### src/rtl/rx_fifo_regs.sv
module rx_fifo_regs #(
  parameter int DEPTH = 16
) (
  input  logic        clk,
  input  logic        rst_n,
  input  logic        bus_wr,
  input  logic        bus_rd,
  input  logic [2:0]  bus_addr,
  input  logic [7:0]  bus_wdata,
  output logic [15:0] bus_rdata,
  input  logic        rx_valid,
  input  logic [7:0]  rx_data,
  input  logic        rx_parity_err,
  input  logic        rx_frame_err,
  input  logic        rx_break,
  output logic        rx_event,
  output logic        err_event
);
  localparam int AW = $clog2(DEPTH);
  localparam logic [2:0] A_CTRL = 3'd0, A_LSTAT = 3'd1, A_ERR = 3'd2,
                         A_FSTAT = 3'd3, A_DATA = 3'd4;

  logic [7:0]  ctrl;
  logic [AW:0] wp, rp;
  logic [7:0]  mem [DEPTH];
  logic [7:0]  hold;
  logic        hold_rdy;
  logic [3:0]  err;

  wire         fifo_en  = ctrl[0];
  wire [AW:0]  count    = wp - rp;
  wire         empty    = (count == '0);
  wire         full     = (count == (AW+1)'(DEPTH));
  wire         wr_ctrl  = bus_wr && bus_addr == A_CTRL;
  wire         rx_clr   = wr_ctrl && bus_wdata[1];
  wire         rd_data  = bus_rd && bus_addr == A_DATA;
  wire         rd_err   = bus_rd && bus_addr == A_ERR;
  wire         in_v     = rx_valid | rx_break;
  wire [7:0]   in_b     = rx_break ? 8'h00 : rx_data;
  wire         pop      = fifo_en && rd_data && !empty;
  wire         under    = fifo_en && rd_data && empty;
  wire         push     = fifo_en && in_v && (!full || pop);
  wire         drop     = fifo_en && in_v && full && !pop;
  wire         drdy     = fifo_en ? !empty : hold_rdy;
  wire [3:0]   err_set  = {rx_break, rx_valid & rx_frame_err,
                           rx_valid & rx_parity_err, drop};

  always_ff @(posedge clk) begin
    if (push && !rx_clr) mem[wp[AW-1:0]] <= in_b;
  end

  always_ff @(posedge clk or negedge rst_n) begin
    if (!rst_n) begin
      ctrl      <= '0;
      wp        <= '0;
      rp        <= '0;
      hold      <= '0;
      hold_rdy  <= 1'b0;
      err       <= '0;
      rx_event  <= 1'b0;
      err_event <= 1'b0;
    end else begin
      if (wr_ctrl) ctrl <= {bus_wdata[7:3], 2'b00, bus_wdata[0]};
      if (rx_clr) begin
        wp <= '0;
        rp <= '0;
      end else begin
        if (push) wp <= wp + 1'b1;
        if (pop)  rp <= rp + 1'b1;
      end
      if (!fifo_en && in_v) begin
        hold     <= in_b;
        hold_rdy <= 1'b1;
      end else if (!fifo_en && rd_data) begin
        hold_rdy <= 1'b0;
      end
      err       <= (rd_err ? 4'h0 : err) | err_set;
      rx_event  <= rx_valid && !rx_break && (fifo_en ? push : 1'b1);
      err_event <= drop || under;
    end
  end

  always_comb begin
    case (bus_addr)
      A_CTRL:  bus_rdata = {8'h00, ctrl};
      A_LSTAT: bus_rdata = {13'h0, 2'b11, drdy};
      A_ERR:   bus_rdata = {12'h0, err};
      A_FSTAT: bus_rdata = {7'h0, full, full ? 8'h00 : 8'(count)};
      A_DATA:  bus_rdata = {8'h00, fifo_en ? (empty ? 8'h00 : mem[rp[AW-1:0]]) : hold};
      default: bus_rdata = 16'h0000;
    endcase
  end

  assert_ctrl_selfclear_R1: assert property (@(posedge clk) disable iff (!rst_n)
    wr_ctrl |=> (ctrl[2:1] == 2'b00 && ctrl[0] == $past(bus_wdata[0])));
  assert_flush_R1: assert property (@(posedge clk) disable iff (!rst_n)
    rx_clr |=> (wp == rp));
  assert_count_bound_R2: assert property (@(posedge clk) disable iff (!rst_n)
    count <= (AW+1)'(DEPTH));
  assert_pop_step_R3: assert property (@(posedge clk) disable iff (!rst_n)
    (pop && !rx_clr) |=> (rp == $past(rp) + 1'b1));
  assert_underrun_R4: assert property (@(posedge clk) disable iff (!rst_n)
    (under && !rx_clr) |=> (err_event && rp == $past(rp)));
  assert_no_overflow_R5: assert property (@(posedge clk) disable iff (!rst_n)
    (drop && !rx_clr) |=> (err_event && wp == $past(wp) && err[0]));
  assert_break_flag_R7: assert property (@(posedge clk) disable iff (!rst_n)
    rx_break |=> err[3]);
  assert_err_clear_R8: assert property (@(posedge clk) disable iff (!rst_n)
    (rd_err && !rx_valid && !rx_break && !drop) |=> (err == 4'h0));
  assert_both_honoured_R10: assert property (@(posedge clk) disable iff (!rst_n)
    (push && pop && !rx_clr) |=> (count == $past(count)));
endmodule

### config.mk
export PLATFORM = sky130hd
export DESIGN_NAME = rx_fifo_regs
export DESIGN_NICKNAME = d
export VERILOG_FILES = /design/src/rtl/rx_fifo_regs.sv
export SDC_FILE = /design/constraint.sdc
export NUM_CORES = 1
export LEC_CHECK = 0
export BUFFER_PORTS_ARGS = -buffer_cell sky130_fd_sc_hd__buf_2
export CAP_MARGIN = 20
export CORE_MARGIN = 1
export CORE_UTILIZATION = 54
export CTS_CLUSTER_SIZE = 10
export DETAILED_ROUTE_END_ITERATION = 10
export GPL_TIMING_DRIVEN = 0
export PLACE_DENSITY = 0.72
export SYNTH_ARGS = -nofsm -noshare
export SYNTH_HDL_FRONTEND = slang
export SYNTH_SLANG_ARGS = --single-unit
### constraint.sdc
create_clock -name clk -period 6.3 [get_ports clk]
set_clock_uncertainty 0.1 [all_clocks]
set_input_delay 0 -clock clk [delete_from_list [all_inputs] [get_ports clk]]
set_output_delay 0 -clock clk [all_outputs]
set_load 0.01 [all_outputs]
Word-level counts from Yosys, hierarchy flattened
Memory sizes are Yosys's and may differ from the RTL's.
Index checks and enable logic that the tools add are counted.
Widths: inputs -> output; s select.
{"block": "totals", "word_cells": 66, "out_inout_bits": 18, "n_memories": 1, "mem_bits_rw": 128, "reg_bits": 31, "in_bits": 27}
{"memory": "mem", "depth": 16, "width": 8, "rd": 1, "rd_ports_with_merged_regs": 0, "write_ports": 1, "line": "25", "text": "logic [7:0] mem [DEPTH];"}
{"block": "classes", "bitwise_logic": 4, "reduce_logical": 29, "n_eq_ne": 5, "add_sub_neg": 3, "mux": 16}
{"op": "$pmux 9 s5", "count": 1}
{"op": "$mux 5", "count": 5}
{"op": "$mux 8", "count": 3}
{"op": "$logic_and 1x1->1", "count": 16}
{"op": "$add 5x1->5 const B", "count": 2}
{"op": "$eq 3x2->1 const B", "count": 2}
{"op": "$logic_not 1->1", "count": 6}
{"op": "$mux 1", "count": 6}
{"op": "$reduce_bool 2->1", "count": 3}
{"op": "$eq 5x5->1 const B", "count": 1}
{"op": "$logic_not 5->1", "count": 1}
{"op": "$sub 5x5->5", "count": 1}
{"op": "$mux 4", "count": 1}
{"op": "$or 4x4->4", "count": 1}
{"op": "$eq 3x1->1 const B", "count": 1}
{"op": "$eq 3x3->1 const B", "count": 1}
{"op": "$logic_not 3->1", "count": 1}
{"op": "$and 1x1->1", "count": 2}
{"op": "$logic_or 1x1->1", "count": 2}
{"op": "$or 1x1->1", "count": 1}

Longest topological paths before layout
{"block": "logic_depth", "ltp_word": 9, "ltp_mapped": 11}

Worst setup path before layout
OpenSTA, ideal clock, no wires.
{"block": "synth_timing", "path_type": "reg-to-reg", "start": "register rp[2]", "end": "memory mem[10][0], enable pin", "synth_period_minus_slack_ns": 3.116, "arrival_ns": 2.684, "setup_slack_ns": 3.184, "path_stages_with_launch": 11, "n_path_buf": 3, "cell_sequence": "dfrtp_1 > clkbuf_1 > clkinv_1 > ha_1 > xor2_2 > and4b_4 > or2_0 > buf_6 > a21boi_4 > buf_6 > and4_1"}
{"block": "synth_via", "elab_chain_len": 9, "word_cells_on_any_way": 11}
{"element": "start: declaration", "line": "24", "text": "logic [AW:0] wp, rp;"}
{"element": "start signal: assignment", "line": "69", "text": "if (pop) rp <= rp + 1'b1;"}
{"element": "$sub 5x5->5 *", "line": "31", "text": "wire [AW:0] count = wp - rp;"}
{"element": "$logic_not 5->1", "line": "32", "text": "wire empty = (count == '0);"}
{"element": "$logic_not 1->1", "line": "40", "text": "wire pop = fifo_en && rd_data && !empty;"}
{"element": "$logic_and 1x1->1", "line": "40"}
{"element": "$logic_or 1x1->1 *", "line": "42", "text": "wire push = fifo_en && in_v && (!full || pop);"}
{"element": "$logic_and 1x1->1 *", "line": "42"}
{"element": "$logic_and 1x1->1 *", "line": "49", "text": "if (push && !rx_clr) mem[wp[AW-1:0]] <= in_b;"}
{"element": "$mux 1 *", "line": "49"}
{"element": "$mux 1 (not written as such) *", "line": "49"}
{"element": "end: declaration", "line": "25"}
Mark *: on every way between the ends. The rest lies on a longest branch, timed or not.

Worst setup path after layout
{"block": "layout_timing", "start": "register rp[2]", "end": "memory mem[7][2], enable pin"}
Same word-level chain as after synthesis.

==> summary.md <==
| Metric | Value |
|---|---|
| DRT antenna net count | `0` |
| Met2 routed WL | `7800 um` |
| Mean Syn Cell Area | `15.3 um2` |
| Fillers | `881` |
| CTS Hold Buffers Added | `22` |
| Die width | `117 um` |
| Layout cells sized above 1 | `0.259` |
| Core ar. | `12,700 um2` |
| Largest area contributor in the netlist | `edfxtp_1` |
| CTS tree | `done` |
| CTS sink cnt | `159` |
| Cells after Synth | `467` |
| Worst path top cell family by delay | `buffers and inverters` |
| ANT cells | `0` |
| Grt ovf | `0` |
| Ys async rst share | `0.195` |
| Total Routing Usage GR | `0.246` |
| Avg WL per Cell | `21.0 um` |
| DP Worst Slack | `2.18 ns` |
| Max_slew headroom | `0.389` |
| Status | `completed` |
| Sequential Area | `4620 um2` |
| Top cells by count, synth | `edfxtp_1, nand2_1, a21oi_1, mux4_2, dfrtp_1` |
| Cts repair resizes | `0` |
| First-pass GRT wire length | `23,900 um` |
| Highest routed layer | `met4` |
| Fmax | `241 MHz` |
| CTS H-tree lvls | `4` |
| # DRC | `0` |
| Top cell type's share of synthesized area | `0.540` |
| Maximum capacitance violations | `0` |
| Total wire length | `15,700 um` |
| Antenna violations before repair | `0` |
| Area of the multi-input gates | `2330 um2` |
| Core Rows | `41` |
| Maximum VDD drop | `223 uV` |
| Worst Tran Pin Value | `0.914 ns` |
| Crit path buf inv count | `4` |
| Clock Latency Late Sink | `0.42 ns` |
| HPWL after DPL | `10,600 um` |
| Top_reg_cell synth | `edfxtp_1` |
| Clock-pin slew on the worst setup and hold paths | `0.06 ns` |
| DRT iter0 DRCs | `445` |
| Cell area after synthesis | `7120 um2` |
| Crit path largest cell delay | `0.53 ns` |
| I/O pins | `45` |
| Pwr Density | `385 nW/um2` |
| R2R setup slack | `2.14 ns` |
| Pin count of the biggest net entering global routing | `32` |
| Fin. Hold Viols | `0` |
| Clock tree buffer depth | `2` |
| Worst EP arrival | `4.11 ns` |
| Die ar. | `13,700 um2` |
| Cell repeated most along the worst path | `buf_6` |
| Critical Path End Type | `flop` |
| Post-Route Setup TNS | `0 ns` |
| Initial Util | `0.560` |
| M1 WL | `6620 um` |
| Number of port buffers | `35` |
| Nature of the critical path startpoint | `flop` |
| Final Power | `3240 uW` |
| Layout area overhead | `18.2%` |
| Register bit total from synthesis | `159` |
| CP Max Fanout | `10` |
| Post-CTS setup buffers | `0` |
| Main area contributors after synthesis | `edfxtp_1, dfrtp_1, mux4_2` |
| Num CTS Buffers | `17` |
| Hold WC Path Type | `in -> reg` |
| CTS Root Cell | `clkbuf_16` |
| Met3 wire length | `891 um` |
| Max-slew violation total from the final report | `0` |
| Critical path's slowest cell | `clkinv_1` |
| Post-DR vias/cell | `5.90` |
| Pleak | `0.00311 uW` |
| Register area share after synthesis | `0.649` |
| Final Cycle Share | `0.660` |
| Ys Warns | `0` |
| Final setup fails | `0` |
| EDFF count, synth | `128` |
| Global placer's final weighted congestion | `0.851` |
| Total number of vias | `4,411` |
| Critical setup path kind | `reg -> reg` |
| Post-route setup slack | `2.14 ns` |
| Count leader, synth | `edfxtp_1` |
| RSZ-0062 raised after global routing | `no` |
| Req. time, crit path | `6.25 ns` |
| Die height | `117 um` |
| Nets | `601` |
| CP cell instances | `clkbuf_1, clkinv_1, ha_1, xor2_2, and4b_4, or2_0, buf_6, a21boi_4, buf_6, and4_1` |
| TritonRoute pass-1 iters | `4` |
| Crit path time final | `4.16 ns` |
| Vias in the first global route | `4,393` |
| Distinct cells, synth | `59` |
-- power by group --
part / internal [uW] / switching, uW
clock network: 537 / 391
logic: 439 / 575
registers: 1240 / 56.5
total: 2220 / 1020
-- cell families after synthesis --
logic type / share of synthesized area
and+or+nand+nor: 0.105
DFF: 0.649
xor gates and xnor gates: 0.00597
adders and majority gates: 0.0186
muxes: 0.137
AOI/OAI and AO/OA: 0.0562
other: 0.000526
buffers and inverters: 0.0281
-- worst min-delay path: stages --
cell      delay (ns)
buf_2           0.10
o21bai_1        0.27
nand2_1         0.14
-- layer usage --
metal	global-route usage	vias up
met5	0	-
met4	0.0928	0
met3	0.0510	38
met2	0.411	157
met1	0.322	2227
li1	-	1989
-- flip-flops by register name, summed over array words and instances, names as in the netlist --
| signal | cells |
|---|---|
| mem | 128 |
| hold | 8 |
| ctrl | 6 |
| rp | 5 |
| wp | 5 |
| err | 4 |
| err_event | 1 |
| hold_rdy | 1 |
| rx_event | 1 |
-- metrics by stage --
stage | hold WS [ns] | std cells | utilization | instance area (um2)
6_report | 0.0268 | 748 | 0.662 | 8420
3_5_place_dp | -0.0101 | 681 | 0.593 | 7550
2_1_floorplan | -0.396 | 473 | - | 7150
5_1_grt | 0.0588 | 748 | 0.662 | 8420
4_1_cts | 0.0136 | 734 | 0.652 | 8300
3_3_place_gp | -0.0129 | 680 | 0.592 | 7540
-- path summary, 6_finish.rpt --
kind / startpoint / end / cells after the start
worst max-delay path: rp[2]$_DFFE_PN0P_ / mem[7][2]$_DFFE_PP_ / 10
min in group asynchronous: rst_n / err[1]$_DFF_PN0_ / 2
worst min-delay path: rx_break / hold_rdy$_DFFE_PN0P_ / 3
worst min register to register: err[3]$_DFF_PN0_ / err[3]$_DFF_PN0_ / 1
max in group asynchronous: rst_n / rp[1]$_DFFE_PN0P_ / 2
worst max register to register: rp[2]$_DFFE_PN0P_ / mem[7][2]$_DFFE_PP_ / 10
-- cell type report --
type,instances,area share
clock buffers,20,0.0519
plain buffers,31,0.0202
well taps,172,0.0256
inverters,8,0.00357
clock inverters,11,0.0111
multi-input cells,275,0.276
flip-flops and latches,159,0.549
repair buffers,72,0.0629
-- cell usage in the layout, fill, tap and decap left out, types with 5 or more instances in the layout --
cell           synthesis  routed
clkinvlp_4             0       5
clkbuf_16              0      17
buf_4                  9      16
nor2_1                11      11
nor2b_1               16      16
ha_1                   9       9
conb_1                 1       7
dfrtp_1               31      31
nand2_1               59      59
mux2_2                14      14
dlygate4sd3_1          0      29
nand4_1                6       6
o21ai_0                7       7
mux4_2                32      32
and4_1                 5       5
clkbuf_1              14      17
and4_2                 7       7
inv_1                  6       6
mux2i_1               10      10
buf_2                  4      39
and3_1                 5       5
a21oi_1               33      33
edfxtp_1             128     128
No activity file was read; power rests on OpenSTA's default activity.
